**config.mk**
```make
export PLATFORM = sky130hd
export DESIGN_NAME = acc_xfer_unit
export DESIGN_NICKNAME = d
export VERILOG_FILES = /design/src/rtl/acc_xfer_pkg.sv /design/src/rtl/acc_xfer_decode.sv /design/src/rtl/acc_xfer_regfile.sv /design/src/rtl/acc_xfer_seq.sv /design/src/rtl/acc_xfer_unit.sv
export SDC_FILE = /design/constraint.sdc
export NUM_CORES = 1
export LEC_CHECK = 0
export BUFFER_PORTS_ARGS = -buffer_cell sky130_fd_sc_hd__buf_2
export CAP_MARGIN = 20
export CORE_MARGIN = 8
export CORE_UTILIZATION = 65
export CTS_CLUSTER_DIAMETER = 30
export DETAILED_ROUTE_END_ITERATION = 6
export PLACE_DENSITY = 0.95
export SYNTH_ARGS = -nofsm -noshare
export SYNTH_HDL_FRONTEND = slang
export SYNTH_HIERARCHICAL = 1
export SYNTH_SLANG_ARGS = --single-unit
```
**constraint.sdc**
```tcl
create_clock -name clk -period 9.8 [get_ports clk]
set_input_delay 0.98 -clock clk [delete_from_list [all_inputs] [get_ports clk]]
set_output_delay 0.98 -clock clk [all_outputs]
set_load 0.01 [all_outputs]
```
**src/rtl/acc_xfer_pkg.sv**
```systemverilog
package acc_xfer_pkg;

   typedef enum logic [1:0] {
      XOP_MOVE = 2'b00,
      XOP_AND  = 2'b01,
      XOP_OR   = 2'b10,
      XOP_XOR  = 2'b11
   } xop_e;

   typedef enum logic [1:0] {
      SQ_IDLE   = 2'd0,
      SQ_RD_SRC = 2'd1,
      SQ_RD_DST = 2'd2,
      SQ_WRITE  = 2'd3
   } seq_e;

   typedef struct packed {
      logic       hit;
      logic [1:0] src;
      logic [1:0] dst;
      xop_e       op;
   } xfer_cmd_t;

   localparam int ACC_SEL_W = 2;

endpackage

```
**src/rtl/acc_xfer_decode.sv**
```systemverilog
module acc_xfer_decode
   import acc_xfer_pkg::*;
#(
   parameter int OPC_W    = 16,
   parameter bit LOGIC_EN = 1'b1
) (
   input  logic [OPC_W-1:0] opcode,
   output xfer_cmd_t        cmd
);

   if (OPC_W != 16) begin : g_bad_width
      $error("acc_xfer_decode: OPC_W must be 16");
   end

   logic family;
   logic [1:0] op_bits;

   always_comb begin
      family  = (opcode[15:12] == 4'b0000) &&
                (opcode[7:6]   == 2'b10)   &&
                (opcode[3:0]   == 4'b1011);
      op_bits = opcode[11:10];
   end

   if (LOGIC_EN) begin : g_logic
      always_comb begin
         cmd.hit = family;
         cmd.op  = xop_e'(op_bits);
      end
   end else begin : g_move_only
      always_comb begin
         cmd.hit = family && (op_bits == 2'b00);
         cmd.op  = XOP_MOVE;
      end
   end

   always_comb begin
      cmd.src = opcode[5:4];
      cmd.dst = opcode[9:8];
   end

endmodule

```
**src/rtl/acc_xfer_regfile.sv**
```systemverilog
module acc_xfer_regfile #(
   parameter int DATA_W = 16,
   parameter int NREG   = 7,
   parameter int SEL_W  = 3
) (
   input  logic              clk,
   input  logic              rst,
   input  logic [SEL_W-1:0]  rd_sel,
   output logic [DATA_W-1:0] rd_data,
   input  logic              wr_en,
   input  logic [SEL_W-1:0]  wr_sel,
   input  logic [DATA_W-1:0] wr_data
);

   if (NREG > (1 << SEL_W)) begin : g_bad_sel
      $error("acc_xfer_regfile: SEL_W too narrow for NREG");
   end

   logic [DATA_W-1:0] q [NREG];

   for (genvar i = 0; i < NREG; i++) begin : g_reg
      always_ff @(posedge clk) begin
         if (rst)
            q[i] <= '0;
         else if (wr_en && (wr_sel == SEL_W'(i)))
            q[i] <= wr_data;
      end
   end

   always_comb begin
      rd_data = '0;
      for (int i = 0; i < NREG; i++) begin
         if (rd_sel == SEL_W'(i))
            rd_data = q[i];
      end
   end

   // the first cycle after reset presents a cleared file on the port
   a_r11_cleared_after_reset: assert property (@(posedge clk)
      $fell(rst) |-> (q[0] == '0 && q[NREG-1] == '0));

endmodule

```
**src/rtl/acc_xfer_seq.sv**
```systemverilog
module acc_xfer_seq
   import acc_xfer_pkg::*;
(
   input  logic                 clk,
   input  logic                 rst,
   input  logic                 start,
   input  xfer_cmd_t            cmd,
   output seq_e                 state,
   output xfer_cmd_t            cmd_q,
   output logic [ACC_SEL_W-1:0] rd_acc,
   output logic                 busy,
   output logic                 done
);

   seq_e state_q, state_d;
   logic accept;

   always_comb begin
      accept  = start && cmd.hit && (state_q == SQ_IDLE);
      state_d = state_q;
      unique case (state_q)
         SQ_IDLE:   if (accept) state_d = SQ_RD_SRC;
         SQ_RD_SRC: state_d = (cmd_q.op == XOP_MOVE) ? SQ_WRITE : SQ_RD_DST;
         SQ_RD_DST: state_d = SQ_WRITE;
         SQ_WRITE:  state_d = SQ_IDLE;
         default:   state_d = SQ_IDLE;
      endcase
   end

   always_ff @(posedge clk) begin
      if (rst) begin
         state_q <= SQ_IDLE;
         cmd_q   <= '0;
      end else begin
         state_q <= state_d;
         if (accept) cmd_q <= cmd;
      end
   end

   always_comb begin
      state  = state_q;
      busy   = (state_q != SQ_IDLE);
      done   = (state_q == SQ_WRITE);
      rd_acc = (state_q == SQ_RD_DST) ? cmd_q.dst : cmd_q.src;
   end

   // done is a single pulse inside the busy window
   a_r8_done_within_busy: assert property (@(posedge clk) disable iff (rst)
      done |-> busy);
   a_r8_done_single: assert property (@(posedge clk) disable iff (rst)
      done |=> !done);
   a_r8_accept_starts_busy: assert property (@(posedge clk) disable iff (rst)
      (start && cmd.hit && !busy) |=> busy);
   // a move writes straight after reading its source
   a_r3_move_two_cycles: assert property (@(posedge clk) disable iff (rst)
      (state_q == SQ_RD_SRC && cmd_q.op == XOP_MOVE) |=> done);
   // a merge goes source read, destination read, write
   a_r6_merge_three_cycles: assert property (@(posedge clk) disable iff (rst)
      (state_q == SQ_RD_SRC && cmd_q.op != XOP_MOVE) |=> (busy && !done) ##1 done);

endmodule

```
**src/rtl/acc_xfer_unit.sv**
```systemverilog
module acc_xfer_unit
   import acc_xfer_pkg::*;
#(
   parameter int DATA_W   = 16,
   parameter int OPC_W    = 16,
   parameter bit LOGIC_EN = 1'b1
) (
   input  logic              clk,
   input  logic              rst,
   input  logic              start,
   input  logic [OPC_W-1:0]  opcode,
   input  logic              load_en,
   input  logic [2:0]        load_sel,
   input  logic [DATA_W-1:0] load_data,
   input  logic [2:0]        peek_sel,
   output logic [DATA_W-1:0] rd_data,
   output logic              busy,
   output logic              done,
   output logic              flag_z,
   output logic              flag_n
);

   localparam int NREG  = 7;
   localparam int SEL_W = $clog2(NREG);

   if (DATA_W < 2) begin : g_bad_data
      $error("acc_xfer_unit: DATA_W must be at least 2");
   end

   xfer_cmd_t cmd, cmd_q;
   seq_e      state;
   logic [ACC_SEL_W-1:0] rd_acc;

   logic [SEL_W-1:0]  rf_rd_sel, rf_wr_sel;
   logic              rf_wr_en;
   logic [DATA_W-1:0] rf_wr_data, rf_rd_data;
   logic [DATA_W-1:0] operand_q, result_q, merged;

   acc_xfer_decode #(.OPC_W(OPC_W), .LOGIC_EN(LOGIC_EN)) u_decode (
      .opcode (opcode),
      .cmd    (cmd)
   );

   acc_xfer_seq u_seq (
      .clk    (clk),
      .rst    (rst),
      .start  (start),
      .cmd    (cmd),
      .state  (state),
      .cmd_q  (cmd_q),
      .rd_acc (rd_acc),
      .busy   (busy),
      .done   (done)
   );

   acc_xfer_regfile #(.DATA_W(DATA_W), .NREG(NREG), .SEL_W(SEL_W)) u_rf (
      .clk     (clk),
      .rst     (rst),
      .rd_sel  (rf_rd_sel),
      .rd_data (rf_rd_data),
      .wr_en   (rf_wr_en),
      .wr_sel  (rf_wr_sel),
      .wr_data (rf_wr_data)
   );

   // single read port: sequencer owns it while busy, observation otherwise
   always_comb begin
      rf_rd_sel = busy ? {{(SEL_W-ACC_SEL_W){1'b0}}, rd_acc} : SEL_W'(peek_sel);
      rd_data   = rf_rd_data;
   end

   always_comb begin
      unique case (cmd_q.op)
         XOP_AND: merged = operand_q & rf_rd_data;
         XOP_OR:  merged = operand_q | rf_rd_data;
         XOP_XOR: merged = operand_q ^ rf_rd_data;
         default: merged = operand_q;
      endcase
   end

   always_ff @(posedge clk) begin
      if (rst) begin
         operand_q <= '0;
         result_q  <= '0;
      end else if (state == SQ_RD_SRC) begin
         operand_q <= rf_rd_data;
         result_q  <= rf_rd_data;
      end else if (state == SQ_RD_DST) begin
         result_q  <= merged;
      end
   end

   always_comb begin
      if (done) begin
         rf_wr_en   = 1'b1;
         rf_wr_sel  = {{(SEL_W-ACC_SEL_W){1'b0}}, cmd_q.dst};
         rf_wr_data = result_q;
      end else begin
         rf_wr_en   = load_en && !busy;
         rf_wr_sel  = SEL_W'(load_sel);
         rf_wr_data = load_data;
      end
   end

   always_ff @(posedge clk) begin
      if (rst) begin
         flag_z <= 1'b0;
         flag_n <= 1'b0;
      end else if (done) begin
         flag_z <= (result_q == '0);
         flag_n <= result_q[DATA_W-1];
      end
   end

   // flags follow the value just written
   a_r9_zero_flag: assert property (@(posedge clk) disable iff (rst)
      done |=> (flag_z == ($past(result_q) == '0)));
   a_r9_flags_hold: assert property (@(posedge clk) disable iff (rst)
      !done |=> ($stable(flag_z) && $stable(flag_n)));
   // the load path never reaches the file while a transfer runs
   a_r10_load_blocked: assert property (@(posedge clk) disable iff (rst)
      (busy && !done) |-> !rf_wr_en);
   // transfers only target accumulators
   a_r10_acc_only: assert property (@(posedge clk) disable iff (rst)
      done |-> (rf_wr_sel < SEL_W'(4)));

endmodule

```
---- Word-level counts from Yosys, hierarchy flattened ----
Memories as Yosys holds them, arrays and structs flattened.
Cells that the tools add are included.
storage, ports and cells
  memories ................................ 1
  bits in latches ......................... 0
  register bits ........................... 42
  word-level logic and storage cells ...... 109
  bits in writable memories ............... 112
  output and inout port bits .............. 20
  memory bits (read-only) ................. 0
  input port bits ......................... 42
operators by class
  equality and inequality tests ........... 21
  mux-type cells .......................... 48
  $add $sub $neg .......................... 0
  div/mod/pow operators ................... 0
  bitwise logic cells ..................... 10
  shifts and indexed selects .............. 0
  reduce and logical (&&, ||, !) cells .... 21
  magnitude comparators ................... 0
  multipliers ............................. 0
memories
  name    depth  bits a word  read ports  clocked after memory_dff  wr ports  RTL line                text
  u_rf.q  7      16           7           0                         7         acc_xfer_regfile.sv:19  logic [DATA_W-1:0] q [NREG];
operator list
  operator              count
  $mux W16              17
  $pmux W16 S3          1
  $mux W1               25
  $eq A3 B3 Y1 const B  6
  $and A16 B16 Y16      1
  $logic_not A16 Y1     1
  $or A16 B16 Y16       1
  $xor A16 B16 Y16      1
  $eq A3 B2 Y1 const B  4
  $logic_and A1 B1 Y1   12
  $eq A2 B2 Y1 const B  5
  $pmux W2 S4           1
  $or A1 B1 Y1          7
  $eq A3 B1 Y1 const B  2
  $logic_not A3 Y1      2
  $mux W3               2
  $eq A2 B1 Y1 const B  2
  $eq A4 B4 Y1 const B  1
  $logic_not A2 Y1      2
  $logic_not A4 Y1      1
  $mux W2               2
  $reduce_bool A2 Y1    2
  $ne A2 B1 Y1 const B  1
  $logic_not A1 Y1      1

---- Logic depth before layout (Yosys ltp) ----
  word-level depth ........................ 15
  gate-level depth with buffers ........... 16
  gate-level depth less buffers ........... 13

---- Modules after synthesis ----
Netlist, hierarchy kept.
by module, submodules not included
  module            seq. area each (um^2)  area each (um^2)  times used  cells each
  acc_xfer_regfile  3363.2                 5440.2            1           405
  acc_xfer_unit     680.7                  2715.1            1           308
  acc_xfer_seq      180.2                  452.9             1           42
  acc_xfer_decode   0.0                    83.8              1           10

---- Least setup slack after synthesis ----
OpenSTA, ideal clock, no wires.
  path type ............................... register to register
  start ................................... register u_seq.state_q[0] (netlist: u_seq/state[0])
  end ..................................... register result_q[14]
  slack ................................... 6528 ps
  buffers on the path ..................... 3
  stages on the path, launching flop included .. 15
  setup time .............................. 116 ps
  period minus slack after synthesis ...... 3272 ps
  data required time ...................... 9684 ps
  data arrival time ....................... 3156 ps
  path through ............................ dfxtp_1 > inv_1 > ha_1 > mux2_2 > mux2_2 > buf_2 > buf_2 > buf_2 > nor2_1 > a21oi_1 > o21ai_0 > inv_1 > ha_1 > a211o_1 > a41o_1
on the way
  longest elaborated chain between the ends .. 15
  elaborated cells on any way between the ends .. 26
  classes of those cells .................. eq/ne: 8; mux: 12; bitwise: 3; reduce/logical: 3
ends and longest elaborated chain
  item                                            RTL line                text
  from (decl)                                     acc_xfer_seq.sv:15      seq_e state_q, state_d;
  from (signal assigned)                          acc_xfer_seq.sv:35      state_q <= state_d;
  $eq A2 B2 Y1 (*)                                acc_xfer_seq.sv:44      rd_acc = (state_q == SQ_RD_DST) ? cmd_q.dst : cmd_q.src;
  $mux W2 (*)                                     acc_xfer_seq.sv:44
  named net rd_acc[0]                             acc_xfer_unit.sv:32     logic [ACC_SEL_W-1:0] rd_acc;
  $mux W3 (*)                                     acc_xfer_unit.sv:68     rf_rd_sel = busy ? {{(SEL_W-ACC_SEL_W){1'b0}}, rd_acc} : SEL_W'(peek_sel);
  named net rf_rd_sel[0]                          acc_xfer_unit.sv:34     logic [SEL_W-1:0] rf_rd_sel, rf_wr_sel;
  $logic_not A3 Y1                                acc_xfer_regfile.sv:33  if (rd_sel == SEL_W'(i))
  $mux W16 (6 in series)                          acc_xfer_regfile.sv:33
  $mux W16 (*)                                    acc_xfer_regfile.sv:33
  named net rd_data[14]                           acc_xfer_unit.sv:16     output logic [DATA_W-1:0] rd_data,
  $xor A16 B16 Y16, or another cell as far along  acc_xfer_unit.sv:76     XOP_XOR: merged = operand_q ^ rf_rd_data;
  $pmux W16 S3                                    acc_xfer_unit.sv:73     unique case (cmd_q.op)
  $mux W16                                        acc_xfer_unit.sv:88     end else if (state == SQ_RD_DST) begin
  $mux W16 (*)                                    acc_xfer_unit.sv:85     end else if (state == SQ_RD_SRC) begin
  to (signal assigned)                            acc_xfer_unit.sv:87     result_q <= rf_rd_data;
  to (signal assigned)                            acc_xfer_unit.sv:89     result_q <= merged;
  to (decl)                                       acc_xfer_unit.sv:37     logic [DATA_W-1:0] operand_q, result_q, merged;
Mark *: on every way through the listed nets, which the timed path passes. The rest lies on a longest branch. The select of a mux whose other input is x is not followed.
A chain may end at the register's enable or synchronous reset.

---- Worst setup path after layout ----
  start ................................... register u_seq.state_q[0] (netlist: u_seq/state[0])
  end ..................................... output port rd_data[3]
on the way
  longest elaborated chain between the ends .. 11
  elaborated cells on any way between the ends .. 18
  classes of those cells .................. eq/ne: 7; mux: 9; reduce/logical: 2
ends and longest elaborated chain
  item                    RTL line
  $eq A2 B2 Y1 (*)        acc_xfer_seq.sv:44
  $mux W2 (*)             acc_xfer_seq.sv:44
  named net rd_acc[1]     acc_xfer_unit.sv:32
  $mux W3 (*)             acc_xfer_unit.sv:68
  named net rf_rd_sel[1]  acc_xfer_unit.sv:34
  $logic_not A3 Y1        acc_xfer_regfile.sv:33
  $mux W16 (6 in series)  acc_xfer_regfile.sv:33
  $mux W16 (*)            acc_xfer_regfile.sv:33
  to (decl)               acc_xfer_unit.sv:16
Mark *: on every way through the listed nets, which the timed path passes. The rest lies on a longest branch.

==> metrics list <==
* Net total in the final layout: 870
- Via count of the first global-routing pass: between 6000 and 7000
* Routability congestion estimate from global placement: a little over 0.8
- Setup repair after global routing left no endpoint under its margin.
- Clock tree from TritonCTS: done
- Yosys warning total: 6
* Post-synthesis instance area: 0.00866 mm^2
- Hold buffer count at CTS: 0
* DR iter-0 viols: between 700 and 800
* Clock Power Share: 0.420
* Cells after Synth: 762
- First-pass GRT wire length: ~37 mm
- Class of the tightest hold or removal check: reg2reg
- Setup slack on the worst reg-to-reg path comes out at 5.40 ns.
* Ratio of routed vias to standard cells: around 6.7
- For the pin with the worst max-slew slack, the measured transition is 1.12 ns.
- From bottom edge to top edge, the die measures 131 um.
* Switching power summed over all nets: 0.364 mW
* Core Region: 0.0131 mm^2
- Fraction of final layout cells with drive strength greater than 1: 0.198
- Met3 routed WL: between 2 and 2.5 mm
- The filler cells instantiated in the layout total 769.
- 0 antenna diodes ended up in the layout.
- Class of the most critical setup path: reg2out
- Number of buffers inserted to repair setup after CTS: 0
- TNS Setup: 0 ns
- Starting density of the core: 0.659
- Synthesized area divided by synthesized cell count: ~11 um^2
* Share of total power consumed by net switching: 0.243
- Internal power comes to 1.14 mW.
- Maximum cell stage delay along the critical path: 0.69 ns
* Leakage power summed over all cells: between 3 and 4 nW
- The worst register-to-register path ends at result_q[3].
* Number of levels in the clock H-tree: 4
* Die Footprint: 0.0173 mm^2
- Summing over every cut layer, the via total after detailed routing is 6531.
- The worst hold path begins at flag_n.
- Hold Path Depth: 2
- The clock period could shrink to 4.95 ns.
* Routed Antenna Nets: 0
- The number of hold-slack violations in the final timing report came to 0.
- Sequential group share of total power: 0.482
- Source-to-sink clock delay at the later pin of the worst-skew pair: 0.42 ns
- Across the run, the number of max-cap violations was 0.
- Detailed placement finished with a half-perimeter wire length of 14.2 mm.
* Worst-case vdd ir drop: between 0.15 and 0.2 mV
- First-pass DRT Iterations: 5
* Worst Skew: 0.00741 ns
- Clk sinks: roughly 150
- Max clock buf depth: 2
- STA classifies the critical path endpoint as an output pin.
* Clock transition time at the flip-flop clock pins of the worst setup and hold paths: 0.06 ns
- In this run the clock root is driven by a sky130_fd_sc_hd__clkbuf_16.
- Horizontal extent of the die: around 130 um
* Number of buffers and inverters on the critical path: 4
- Global routing usage summed across all routing layers: 0.266
- The worst setup path is launched from a flop.
- Entering global routing, the biggest net connects 67 pins.
* FF-to-FF path depth: 14
* Finish-stage setup viols: 0
* Top Layer Used: met4
- TritonCTS created 17 clock buffers.
* Worst hold endpoint: flag_n
- The number of nets in the synthesized netlist is 842.
- Fin. max-slew vios: 0
* Data arrival at the endpoint of the critical path: between 3 and 4 ns
* Gr ovfl total: 0
- Summed over all nets, wire length on met2 after detailed routing comes to 11.5 mm.
- Number of antenna violations at the first check in global routing: 0
* Status: completed
- Largest delay contributor family on the critical path: buffers and inverters
- Data required time of the worst path: 8.82 ns
- After detailed routing, the total wire length is 23.1 mm.
* Combinational cell fraction of total power: 0.098
* Slew margin rel.: 0.255
- From synthesis to final layout, the design area changed by 9.50%.
- After detailed routing, the number of remaining DRC violations is 0.
* Top-Level Pins: 62
* Count of cells resized by post-cts repair: 0
- Worst hold slack: 0.479 ns
* Fraction of the cycle the final worst path needs: 0.505
* Crit path max fanout: 64
- Final routed wire length divided by cell count: 23.6 um
* Standard-cell rows: 42
- The largest individual stage delay along the critical path comes from the cell sky130_fd_sc_hd__nor2b_1.
- Ordered list of cells on the worst path: inv_1, ha_1, mux2_2, mux2_2, buf_4, nor2b_1, buf_4, o2bb2ai_1, a221oi_1, nor2_1, buf_2
- Met1 Routed Length: 8.48 mm
- Power density over the cells: approximately 160 mW/mm^2
* Port Buffer Count: 61
- Derived from the worst setup path, the maximum achievable clock frequency is roughly 200 MHz.
* FF-to-FF Start: u_seq/state[0]
## power groups by stage
stage                     Clock (mW)  Combinational, mW  Sequential [mW]
after global routing           0.660              0.157            0.725
after floorplan                    0             0.0957            0.734
after global placement             0              0.132            0.735
after CTS                      0.634              0.144            0.723
final                          0.630              0.147            0.724
after detailed placement           0              0.140            0.737
## cell usage in the layout, fill, tap and decap left out, types with 3 or more instances in the layout
master	n
sky130_fd_sc_hd__a211o_1	16
sky130_fd_sc_hd__a21oi_1	33
sky130_fd_sc_hd__a221oi_1	15
sky130_fd_sc_hd__a31o_2	4
sky130_fd_sc_hd__a41o_1	16
sky130_fd_sc_hd__and2_1	112
sky130_fd_sc_hd__and3_1	17
sky130_fd_sc_hd__buf_2	61
sky130_fd_sc_hd__buf_4	8
sky130_fd_sc_hd__clkbuf_1	4
sky130_fd_sc_hd__clkbuf_16	20
sky130_fd_sc_hd__clkinv_2	3
sky130_fd_sc_hd__clkinv_4	3
sky130_fd_sc_hd__dfxtp_1	41
sky130_fd_sc_hd__edfxtp_1	112
sky130_fd_sc_hd__ha_1	38
sky130_fd_sc_hd__inv_1	40
sky130_fd_sc_hd__inv_2	3
sky130_fd_sc_hd__mux2_2	36
sky130_fd_sc_hd__mux2i_1	39
sky130_fd_sc_hd__nand2_1	4
sky130_fd_sc_hd__nand2b_1	30
sky130_fd_sc_hd__nor2_1	42
sky130_fd_sc_hd__nor2b_1	19
sky130_fd_sc_hd__nor3_4	4
sky130_fd_sc_hd__nor4_1	4
sky130_fd_sc_hd__o211ai_1	16
sky130_fd_sc_hd__o2bb2ai_1	15
sky130_fd_sc_hd__o32ai_1	16
sky130_fd_sc_hd__or2b_1	3
## stage by stage
stage               utilization  power (mW)  std cells  worst slack [ns]  cell area [um^2]
global route              0.722        1.54        979              4.69              9490
CTS                       0.721        1.50        978              4.94              9470
floorplan                     -       0.830        762              6.53              8660
global placement          0.677       0.867        946              5.56              8890
finish                    0.722        1.50        979              4.85              9490
detailed placement        0.677       0.877        946              5.43              8890
## layer usage
layer  global-route usage  vias to the layer above
li1                     -                     2811
met1                0.307                     3173
met2                0.444                      442
met3               0.0671                      105
met4                0.148                        0
met5                    0                        -
## sequential cells by signal, summed over array words and instances, names as in the netlist
| name | count |
|---|---|
| flag_n | 1 |
| flag_z | 1 |
| operand_q | 16 |
| result_q | 16 |
| u_rf/q | 112 |
| u_seq/cmd_q | 6 |
| u_seq/state | 2 |
## final cells by class
| cell class | count | area (um^2) | share of cell area |
|---|---|---|---|
| Sequential cell | 154 | 4210 | 0.443 |
| Multi-Input combinational cell | 504 | 3940 | 0.415 |
| Clock buffer | 24 | 515 | 0.0543 |
| Timing Repair Buffer | 70 | 385 | 0.0406 |
| Tap cell | 176 | 220 | 0.0232 |
| Inverter | 43 | 161 | 0.0170 |
| Clock inverter | 8 | 58.8 | 0.00620 |
## worst reg2reg max path: stages (launching register included)
cell and delay [ns]:
sky130_fd_sc_hd__dfxtp_1 0.35, sky130_fd_sc_hd__inv_1 0.19, sky130_fd_sc_hd__ha_1 0.23, sky130_fd_sc_hd__mux2_2 0.33, sky130_fd_sc_hd__mux2_2 0.26, sky130_fd_sc_hd__buf_4 0.37
sky130_fd_sc_hd__nor2b_1 0.71, sky130_fd_sc_hd__buf_4 0.31, sky130_fd_sc_hd__o2bb2ai_1 0.17, sky130_fd_sc_hd__a221oi_1 0.13, sky130_fd_sc_hd__nor2_1 0.30, sky130_fd_sc_hd__inv_1 0.12
sky130_fd_sc_hd__ha_1 0.31, sky130_fd_sc_hd__a211o_1 0.28, sky130_fd_sc_hd__a41o_1 0.22
## worst max path at each step
| stage | slack, ns | cells past startpoint | start | end |
|---|---|---|---|---|
| 6_report | 4.85 | 11 | u_seq/state[0] | rd_data[3] |
| 5_1_grt | 4.69 | 11 | u_seq/state[0] | rd_data[11] |
| 4_1_cts | 4.94 | 11 | u_seq/state[0] | rd_data[3] |
| 3_5_place_dp | 5.43 | 11 | u_seq/state[0] | rd_data[11] |
| 3_3_place_gp | 5.56 | 8 | peek_sel[1] | rd_data[14] |
| 2_1_floorplan | 6.53 | 14 | u_seq/state[0] | result_q[14] |
Power figures use the tool's default switching activity.
